$ cat config.mk
export PLATFORM = sky130hd
export DESIGN_NAME = mux_bus_front
export DESIGN_NICKNAME = d
export VERILOG_FILES = /design/src/rtl/mux_bus_pkg.sv /design/src/rtl/sync_stages.sv /design/src/rtl/rst_cond.sv /design/src/rtl/bus_ctrl.sv /design/src/rtl/bus_datapath.sv /design/src/rtl/mux_bus_front.sv
export SDC_FILE = /design/constraint.sdc
export NUM_CORES = 1
export LEC_CHECK = 0
export ABC_CLOCK_PERIOD_IN_PS = 2100
export CORE_ASPECT_RATIO = 0.75
export CORE_MARGIN = 2
export CORE_UTILIZATION = 42
export CTS_BUF_LIST = sky130_fd_sc_hd__clkbuf_8
export CTS_CLUSTER_DIAMETER = 150
export DETAILED_ROUTE_END_ITERATION = 16
export GPL_TIMING_DRIVEN = 0
export PLACE_DENSITY_LB_ADDON = 0.15
export SETUP_SLACK_MARGIN = 0.3
export SYNTH_ARGS = -nofsm -noshare
export SYNTH_HDL_FRONTEND = slang
export SYNTH_SLANG_ARGS = --single-unit
$ cat constraint.sdc
create_clock -name clk -period 2.1 [get_ports clk]
set_input_delay 0.42 -clock clk [delete_from_list [all_inputs] [get_ports clk]]
set_output_delay 0.42 -clock clk [all_outputs]
set_load 0.005 [all_outputs]
$ cat src/rtl/mux_bus_pkg.sv
package mux_bus_pkg;

  typedef enum logic {
    STYLE_SPLIT = 1'b0,
    STYLE_ECLK  = 1'b1
  } busStyle_e;

  typedef struct packed {
    logic ale;
    logic rdN;
    logic wrN;
    logic psenN;
    logic eClk;
    logic rnw;
  } busPins_t;

  typedef struct packed {
    logic addrPhase;
    logic readAct;
    logic writeAct;
    logic codeAct;
  } busLevels_t;

  typedef struct packed {
    logic capAddr;
    logic rdFire;
    logic wrFire;
    logic codeSel;
  } ctrlStrobes_t;

  localparam busPins_t PINS_IDLE = '{ale: 1'b0, rdN: 1'b1, wrN: 1'b1,
                                     psenN: 1'b1, eClk: 1'b0, rnw: 1'b1};

  function automatic busLevels_t decodePins(busStyle_e style, busPins_t p);
    busLevels_t l;
    l = '0;
    l.addrPhase = p.ale;
    if (style == STYLE_SPLIT) begin
      l.readAct  = ~p.rdN | ~p.psenN;
      l.codeAct  = ~p.psenN;
      l.writeAct = ~p.wrN;
    end else begin
      l.readAct  = p.eClk & p.rnw;
      l.writeAct = p.eClk & ~p.rnw;
    end
    return l;
  endfunction

endpackage

$ cat src/rtl/sync_stages.sv
module sync_stages #(
  parameter int WIDTH = 8,
  parameter int STAGES = 2,
  parameter logic [WIDTH-1:0] RST_VAL = '0
) (
  input  logic             clk,
  input  logic             rstN,
  input  logic [WIDTH-1:0] d,
  output logic [WIDTH-1:0] q
);
  logic [STAGES-1:0][WIDTH-1:0] stg;

  always_ff @(posedge clk or negedge rstN) begin
    if (!rstN) stg <= {STAGES{RST_VAL}};
    else       stg <= {stg[STAGES-2:0], d};
  end

  assign q = stg[STAGES-1];
endmodule

$ cat src/rtl/rst_cond.sv
module rst_cond #(
  parameter int STAGES = 2
) (
  input  logic clk,
  input  logic extReset,
  input  logic cfgRstHigh,
  output logic rstN
);
  logic rstAct;
  logic [STAGES-1:0] relChain;

  assign rstAct = cfgRstHigh ? extReset : ~extReset;

  always_ff @(posedge clk or posedge rstAct) begin
    if (rstAct) relChain <= '0;
    else        relChain <= {relChain[STAGES-2:0], 1'b1};
  end

  assign rstN = relChain[STAGES-1];
endmodule

$ cat src/rtl/bus_ctrl.sv
module bus_ctrl
  import mux_bus_pkg::*;
#(
  parameter int SYNC_STAGES = 2
) (
  input  logic         clk,
  input  logic         rstN,
  input  busStyle_e    style,
  input  logic         combined,
  input  busPins_t     pinsRaw,
  output ctrlStrobes_t strobes,
  output logic         driveOk
);
  localparam int PIN_W = $bits(busPins_t);

  logic [PIN_W-1:0] pinsSyncVec;
  busPins_t   pinsSync;
  busLevels_t lvlSync;
  busLevels_t lvlRaw;
  logic alePrev, readPrev, writePrev;

  sync_stages #(.WIDTH(PIN_W), .STAGES(SYNC_STAGES), .RST_VAL(PINS_IDLE)) u_pinSync (
    .clk(clk), .rstN(rstN), .d(pinsRaw), .q(pinsSyncVec)
  );

  assign pinsSync = busPins_t'(pinsSyncVec);
  assign lvlSync  = decodePins(style, pinsSync);
  assign lvlRaw   = decodePins(style, pinsRaw);

  always_ff @(posedge clk or negedge rstN) begin
    if (!rstN) begin
      alePrev   <= 1'b0;
      readPrev  <= 1'b0;
      writePrev <= 1'b0;
    end else begin
      alePrev   <= lvlSync.addrPhase;
      readPrev  <= lvlSync.readAct;
      writePrev <= lvlSync.writeAct;
    end
  end

  always_comb begin
    strobes.capAddr = alePrev & ~lvlSync.addrPhase;
    strobes.rdFire  = lvlSync.readAct & ~readPrev;
    strobes.wrFire  = writePrev & ~lvlSync.writeAct;
    strobes.codeSel = lvlSync.codeAct & ~combined;
  end

  assign driveOk = lvlSync.readAct & lvlRaw.readAct;
endmodule

$ cat src/rtl/bus_datapath.sv
module bus_datapath
  import mux_bus_pkg::*;
#(
  parameter int DATA_W = 8,
  parameter int HI_W = 8,
  parameter int SYNC_STAGES = 2
) (
  input  logic                 clk,
  input  logic                 rstN,
  input  ctrlStrobes_t         strobes,
  input  logic                 driveOk,
  input  logic [DATA_W-1:0]    busIn,
  input  logic [HI_W-1:0]      hiIn,
  input  logic [DATA_W-1:0]    rdData,
  output logic [DATA_W-1:0]    busOut,
  output logic                 busOe,
  output logic [HI_W+DATA_W-1:0] addr,
  output logic [DATA_W-1:0]    wrData,
  output logic                 rdPulse,
  output logic                 wrPulse,
  output logic                 codeFlag
);
  logic [DATA_W-1:0] busSync;
  logic [HI_W-1:0]   hiSync;
  logic [DATA_W-1:0] loQ;

  sync_stages #(.WIDTH(DATA_W), .STAGES(SYNC_STAGES)) u_busSync (
    .clk(clk), .rstN(rstN), .d(busIn), .q(busSync)
  );

  sync_stages #(.WIDTH(HI_W), .STAGES(SYNC_STAGES)) u_hiSync (
    .clk(clk), .rstN(rstN), .d(hiIn), .q(hiSync)
  );

  always_ff @(posedge clk or negedge rstN) begin
    if (!rstN) begin
      loQ      <= '0;
      wrData   <= '0;
      rdPulse  <= 1'b0;
      wrPulse  <= 1'b0;
      codeFlag <= 1'b0;
    end else begin
      rdPulse <= strobes.rdFire;
      wrPulse <= strobes.wrFire;
      if (strobes.capAddr) loQ <= busSync;
      if (strobes.wrFire)  wrData <= busSync;
      if (strobes.rdFire)  codeFlag <= strobes.codeSel;
    end
  end

  assign addr   = {hiSync, loQ};
  assign busOut = rdData;
  assign busOe  = driveOk;
endmodule

$ cat src/rtl/mux_bus_front.sv
module mux_bus_front
  import mux_bus_pkg::*;
#(
  parameter int ADDR_W = 16,
  parameter int DATA_W = 8,
  parameter int SYNC_STAGES = 2
) (
  input  logic              clk,
  input  logic              extReset,
  input  logic              cfgRstHigh,
  input  logic              cfgStyle,
  input  logic              cfgCombined,
  input  logic              ale,
  input  logic              rdN,
  input  logic              wrN,
  input  logic              psenN,
  input  logic              eClk,
  input  logic              rnw,
  input  logic [ADDR_W-DATA_W-1:0] adHi,
  input  logic [DATA_W-1:0] adBusIn,
  input  logic [DATA_W-1:0] rdData,
  output logic [DATA_W-1:0] adBusOut,
  output logic              adBusOe,
  output logic [ADDR_W-1:0] addr,
  output logic              rdPulse,
  output logic              wrPulse,
  output logic              codeFlag,
  output logic [DATA_W-1:0] wrData,
  output logic              rstN
);
  localparam int HI_W = ADDR_W - DATA_W;

  busPins_t     pinsRaw;
  ctrlStrobes_t strobes;
  logic         driveOk;

  assign pinsRaw = '{ale: ale, rdN: rdN, wrN: wrN, psenN: psenN, eClk: eClk, rnw: rnw};

  rst_cond #(.STAGES(SYNC_STAGES)) u_rst (
    .clk(clk), .extReset(extReset), .cfgRstHigh(cfgRstHigh), .rstN(rstN)
  );

  bus_ctrl #(.SYNC_STAGES(SYNC_STAGES)) u_ctrl (
    .clk(clk), .rstN(rstN), .style(busStyle_e'(cfgStyle)), .combined(cfgCombined),
    .pinsRaw(pinsRaw), .strobes(strobes), .driveOk(driveOk)
  );

  bus_datapath #(.DATA_W(DATA_W), .HI_W(HI_W), .SYNC_STAGES(SYNC_STAGES)) u_dp (
    .clk(clk), .rstN(rstN), .strobes(strobes), .driveOk(driveOk),
    .busIn(adBusIn), .hiIn(adHi), .rdData(rdData),
    .busOut(adBusOut), .busOe(adBusOe), .addr(addr), .wrData(wrData),
    .rdPulse(rdPulse), .wrPulse(wrPulse), .codeFlag(codeFlag)
  );
endmodule

==> results list, run 1 <==
- Clock buffer depth: 2
- The worst register-to-register path ends at u_dp.wrData[6].
- Detailed-route via count: 1,174
- Slowest cell on crit path: sky130_fd_sc_hd__clkdlybuf4s50_1
* Fraction of the yosys area taken by sequential cells: 79.0%
* Antenna-violating nets left: 0
* Global-route wire length before repair: 6.01 mm
* Initial antenna violation count: 0
- Routed wl met2: 1.66 mm
- Combinational group share of total power: 13.9%
* Signal arrival time at the worst endpoint: 1.30 ns
* Crit end category: primary output
* Total of hold buffers inserted after clock tree synthesis: 0
- For this design the top-level I/O count stands at 72.
- Mean instance size in the synthesized netlist: 18.0 um2
- Clock Skew: 0.00601 ns
- Worst Setup EP: adBusOe
* Mean routed wirelength per cell: 13.6 um
- Maximum fanout encountered on the critical timing path: 2
- Across every metal layer, demand over resource in global routing totals 15.1%.
- Source-to-sink clock delay at the later pin of the worst-skew pair: 0.33 ns
- Critical path required time: 1.68 ns
* Clock edge transition at the registers on the reported setup and hold paths: 0.06 ns
* Number of DRC markers in iteration 0: 30
- Summed over all nets, the switching power comes to 621 uW.
- STA classifies the critical path startpoint as an input pin.
- Clock buffers created by TritonCTS: 9
* Flop pwr share: 52.0%
- Detailed-route vias per instance: 4.46
- The repair_antennas step left the layout with diodes totalling 0.
- Beginning of the critical path: rnw
* Total congestion overflow: 0
- Distinct cell type count of the synthesized netlist: 21
- Summed over all cells, the static leakage comes to 1.39 nW.
- Reg-to-Reg Start: u_ctrl.u_pinSync.q[0]
- CTS built an H-tree with a depth of 3.
* # setup viols final: 0
- Of all cell types, the one taking the most synthesized area is sky130_fd_sc_hd__dfrtp_1.
* Post-DP Area: 2860 um2
* DRC viols: 0
- Area enclosed by the die boundary: 5750 um2
- Net Sw Frac: 21.8%
- Outcome: complete, no violations
* M1 WL: 1.55 mm
- The number of nets handed over by synthesis was 155.
- Fin. max-slew vios: 0
* Area used by sequential logic in the layout: 1720 um2
* Maximum number of pins on one net before global-route repair: 34
- During synthesis, Yosys emitted a total of 0 warnings.
- Effective utilization at floorplan: 44.0%
* Cells along the critical path: clkdlybuf4s50_1, nand2_1, a211oi_2, buf_2
* Power Dens Cells: 912 nW/um2
- Counting every instance in the synthesized netlist gives 120.
* Total Negative Setup Slacks: 0 ns
* Number of instances in the placed design: 242
* CTS tree: yes
- Relative to the synthesized area, the layout overhead comes to 44.1%.
- Count of endpoints failing hold in the final timing report: 0
* Sinks on the clock net: 68
- Number of buffer cells added on primary ports: 62
- The die is 66.2 um tall.
* Clock Power Share: 34.1%
- Summed over all nets, wire length on met3 after detailed routing comes to 306 um.
* Detailed-route wire length: 3.57 mm
* Delay of the slowest cell on the worst path: 0.47 ns
- Num rows: 22
- Worst-case reg-to-reg path depth: 3
- The tool flagged a number of max-cap violations equal to 0.
* Placer Congestion: 0.694
- VDD sags by at most 0.000489 V.
* Via count of the first global-routing pass: 1,178
* Internal power of the cells: 2.23 mW
* Clock period minus worst slack: 1.72 ns
- Synthesis inferred 68 register bits.
* Horiz. Die Dim: 86.9 um
- Dividing the final minimum period by the clock period gives 82.0%.
- Synth top area cells: sky130_fd_sc_hd__dfrtp_1 (69%), sky130_fd_sc_hd__dfstp_2 (9.7%), sky130_fd_sc_hd__buf_4 (5.9%)
- The setup check on the worst reg-to-reg path leaves a slack of 0.75 ns.
* Filler Cells Inserted: 357
- Highest routed layer: met4
- Count of TritonRoute iterations in the first routing pass: 4
- Clock Tree Root: sky130_fd_sc_hd__clkbuf_8
* Startpoint-to-endpoint class of the critical path: input pin to primary output
- The top cell type by area accounts for 69.3% of the synthesized area.
- In this run the standard cell core region covers 4930 um2.
- After synthesis the cells add up to 2170 um2.
* FMAX: 0.581 GHz
* RSZ-0062 raised after global routing: false
- Summing all non-filler instances in the final layout gives an area of 3120 um2.
- After the last flow step, the layout net total stands at 233.
* Share of post-route cells with drive strength above 1: 34.0%
- The worst hold path belongs to the class register to asynchronous set/reset pin.
* Final standard cell count with taps included and fillers excluded: 263
- Area of the multi-input gates: 322 um2
worst max-delay path, delay by kind of cell:
kind,cells,cell delay [ns]
and+or+nand+nor,1,0.07
buffers and inverters,2,0.61
AOI/OAI and AO/OA,1,0.20
power groups by stage:
stage,Combinational [mW],Sequential (mW),Clock (mW)
2_1_floorplan,0.127,1.52,0
3_3_place_gp,0.355,1.52,0
3_5_place_dp,0.359,1.53,0
4_1_cts,0.402,1.48,1.01
5_1_grt,0.428,1.49,1.08
6_report,0.395,1.48,0.971
how the worst min path moves through the flow:
stage                                  from                    end  cells after the start
floorplan                          extReset      u_rst.relChain[0]                      1
global placement       u_dp.u_hiSync.stg[4]     u_dp.u_hiSync.q[4]                      0
detailed placement  u_ctrl.u_pinSync.stg[1]  u_ctrl.u_pinSync.q[1]                      0
CTS                       u_rst.relChain[1]  u_dp.u_busSync.stg[3]                      1
global route                       extReset      u_rst.relChain[1]                      2
finish                    u_rst.relChain[1]     u_dp.u_hiSync.q[3]                      1
layout make-up:
type	count	area share (%)
clock buffers	12	5.29
flip-flops and latches	68	55.0
plain buffers	19	4.61
inverters	1	0.120
multi-input cells	32	10.3
repair buffers	67	21.6
well taps	60	2.40
clock inverters	4	0.762
kinds of logic after synthesis:
logic type,count (synthesis),synth area share [%]
xor+xnor,1,0.404
buf+inv,20,6.82
flops,68,79.0
compound gates,7,2.43
simple gates,7,1.44
mux,16,9.71
other cells,1,0.173
synthesized netlist by cell type (all sizes together):
master  instances
a211oi          1
a21o            1
a21oi           1
a31oi           1
buf            19
conb            1
dfrtp          60
dfstp           8
inv             1
mux2           16
nand2           4
nand2b          1
nor2            2
o221a           1
o22ai           1
o41ai           1
xor2            1
placed cells by master (no fill, tap or decap), drive strengths merged, types with 2 or more instances in the layout:
cell / instances
dfrtp: 60
buf: 25
dfstp: 8
nand2: 4
inv: 2
clkbuf: 12
clkdlybuf4s50: 61
mux2: 16
clkinvlp: 2
nor2: 2
stage by stage:
step | utilization (%) | hold WS [ns] | setup WS, ns | total power, mW
2_1_floorplan | - | 0.241 | 0.578 | 1.64
3_3_place_gp | 58.1 | 0.332 | -0.320 | 1.87
3_5_place_dp | 58.1 | 0.335 | -0.370 | 1.89
5_1_grt | 63.4 | 0.325 | 0.301 | 3.01
4_1_cts | 63.3 | 0.333 | 0.346 | 2.90
6_report | 63.4 | 0.322 | 0.379 | 2.85
state kept, by name, indices dropped and copies added, names as in the netlist:
name / count
u_dp.rdPulse: 1
u_dp.u_busSync.stg: 8
u_ctrl.alePrev: 1
u_ctrl.u_pinSync.stg: 6
u_rst.relChain: 2
u_ctrl.readPrev: 1
u_dp.u_hiSync.q: 8
u_dp.codeFlag: 1
u_dp.wrData: 8
u_ctrl.writePrev: 1
u_dp.wrPulse: 1
u_ctrl.u_pinSync.q: 6
u_dp.u_busSync.q: 8
u_dp.loQ: 8
u_dp.u_hiSync.stg: 8
layer usage:
metal | vias up | global-route usage, %
met5 | - | 0
met4 | 0 | 5.27
met3 | 5 | 8.49
met2 | 52 | 22.3
met1 | 585 | 18.7
li1 | 532 | -
what timing repair did:
action	4_1_cts	5_1_grt
setup endpoints to repair	2	1
setup buffers	5	0
pin swaps	0	0
resized for setup	7	1
Note: power is estimated with default switching activity, not from simulation.
==> run 2: changes to the inputs <==
Settings changed: ABC_CLOCK_PERIOD_IN_PS 2100 to 1550.
Clock period 2.1 ns to 1.55 ns, I/O delays scaled along.
==> run 2 against run 1 <==
The run now ends with setup timing left. Wire length rose by 8.0%. Power rose by 33%. Worst hold slack got worse by 0.069 ns. First-iteration DRC count fell by 23%. Count of clock-buffer cells in the layout fell by 1.
==> results list, run 2 (synthesis gave the netlist of run 1 again) <==
- Count of nets after finishing: 246
- Clock Skew: 0.00546 ns
- In this run the count of I/O pins placed on the die edge is 72.
- The total overflow left after global routing is 0.
- Initial antenna violation count: 0
* Number of instances in the placed design: 242
- The count of endpoints failing hold in the final timing report is 0.
- For this block, the routed nets add up to 3.85 mm of wire.
- Detailed-route vias per instance: 4.41
- Critical path required time: 1.24 ns
* Ant diodes: 0
- After clock tree synthesis, the clock-pin slew on the worst setup and hold paths is 0.06 ns.
- Post-DP Area: 2870 um2
* Half-perimeter wire length of the detailed placement result: 2.27 mm
* Source-to-sink clock delay at the later pin of the worst-skew pair: 0.33 ns
- The count of buffers added on input and output ports is 62.
- The die covers 5750 um2.
- Summed over all cells, the static leakage comes to 1.50 nW.
* Final standard cell count with taps included and fillers excluded: 276
* Mean routed wirelength per cell: 14.0 um
* Area grow syn2layout: 47.2%
- Maximum fanout encountered on the critical timing path: 2
- After routing the design area is 3190 um2.
- Subtracting the final worst setup slack from the clock period gives 1.58 ns.
- Sinks on the clock net: 68
- Peak VDD IR: 0.000617 V
* Effective utilization at floorplan: 44.0%
* Num rows: 22
- Maximum capacitance violations: 0
* Number of DRC markers in iteration 0: 23
- Based on the critical path, the design can be clocked at up to 0.632 GHz.
- Worst hold-check path type: input pin to asynchronous set/reset pin
- The via count of the first global-routing pass is 1,282.
- The final reports fail on setup timing.
- Fin. max-slew vios: 0
- Entering global routing, the biggest net connects 34 pins.
- Clock Tree Root: sky130_fd_sc_hd__clkbuf_8
- Antenna-violating nets left: 0
- STA classifies the critical path endpoint as a primary output.
* Clock buffers created by TritonCTS: 9
- Share of post-route cells with drive strength above 1: 49.5%
* RSZ-0062 raised after global routing: true
* Detailed-route via count: 1,218
* Filler Cells Inserted: 356
- DRC viols: 0
- CTS tree: yes
* Die height: 66.2 um
* Placer Congestion: 0.716
- Dividing total power by cell area gives a power density of 1190 nW/um2.
- CTS built an H-tree with a depth of 3.
- Core area: 4930 um2
- Highest-count cells in the layout ignoring fill and taps: sky130_fd_sc_hd__dfrtp_1 (59), sky130_fd_sc_hd__clkdlybuf4s50_1 (33), sky130_fd_sc_hd__buf_4 (23), sky130_fd_sc_hd__buf_6 (19), sky130_fd_sc_hd__clkbuf_2 (14)
- Setup violations remaining at the end of the flow were counted as 1.
* Util after Layout: 64.7%
* Signal arrival time at the worst endpoint: 1.27 ns
- The library cell used most frequently in the layout, excluding fill and tap cells, is sky130_fd_sc_hd__dfrtp_1.
- After layout, the worst setup slack is -0.0311 ns.
- Horiz. Die Dim: 86.9 um
* Worst reg2reg setup slack: 0.14 ns
- The first global-routing pass estimated 6.05 mm of wire.
* Crit start category: register
- Clock buffer depth: 2
- Count of TritonRoute iterations in the first routing pass: 2
- The flow ran to the end, but the final reports show violations.
- The critical path in this run is classified as register to primary output.
* Fin crit share: 102%
- Hold repair after CTS inserted 0 buffers.
- GRT Util Overall: 15.1%
run 2: critical path, cell delays in order, from the launching register on:
cell                       delay (ns)
sky130_fd_sc_hd__dfstp_2         0.54
sky130_fd_sc_hd__a21oi_2         0.06
sky130_fd_sc_hd__a31oi_4         0.17
sky130_fd_sc_hd__a211oi_2        0.05
sky130_fd_sc_hd__buf_2           0.13
run 2: worst paths after layout:
check | from | cells after the start | endpoint
max in group asynchronous | u_rst.relChain[1] | 2 | u_ctrl.u_pinSync.stg[0]
worst min register to register | u_rst.relChain[1] | 1 | u_ctrl.u_pinSync.stg[5]
worst max register to register | u_ctrl.u_pinSync.q[0] | 4 | u_dp.wrData[5]
worst min-delay path | extReset | 2 | u_rst.relChain[1]
worst max-delay path | u_ctrl.u_pinSync.q[2] | 4 | adBusOe
min in group clk | cfgStyle | 2 | u_ctrl.writePrev
run 2: where the power goes:
group	internal, mW	total [mW]	leakage, nW	switching [mW]
Sequential	1.93	2.00	0.788	0.0691
Combinational	0.381	0.569	0.612	0.187
Clock	0.645	1.22	0.103	0.579
run 2: through the flow:
stage	hold WS [ns]	setup TNS (ns)	total power, mW	worst slack [ns]
after global placement	0.332	-0.746	2.54	-0.387
after floorplan	0.132	0	2.23	0.286
after detailed placement	0.335	-0.761	2.56	-0.403
final	0.253	-0.0311	3.80	-0.0311
after global routing	0.233	-0.0971	4.02	-0.0971
after CTS	0.241	-0.0689	3.84	-0.0689
run 2: per-layer routing:
metal	GRT usage [%]	routed length, um	vias up
li1	-	-	560
met1	16.7	1550	604
met2	25.0	2010	49
met3	8.49	264	5
met4	4.10	31	0
met5	0	0	-
run 2: repair_timing:
action,4_1_cts,5_1_grt
gates resized for setup,94,29
cloned,1,0
pin swaps,2,2
buffers inserted,13,4
setup endpoints to repair,37,33
hold endpoints to repair,0,0
run 2: cell type report:
type	count	area, um2	area share, %
clock buffer	11	151	4.75
clock inverter	5	21.3	0.667
buffer	19	178	5.57
timing repair buffer	80	704	22.1
sequential	68	1720	53.8
tap	60	75.1	2.35
inverter	1	3.75	0.118
multi-input combinational	32	339	10.6
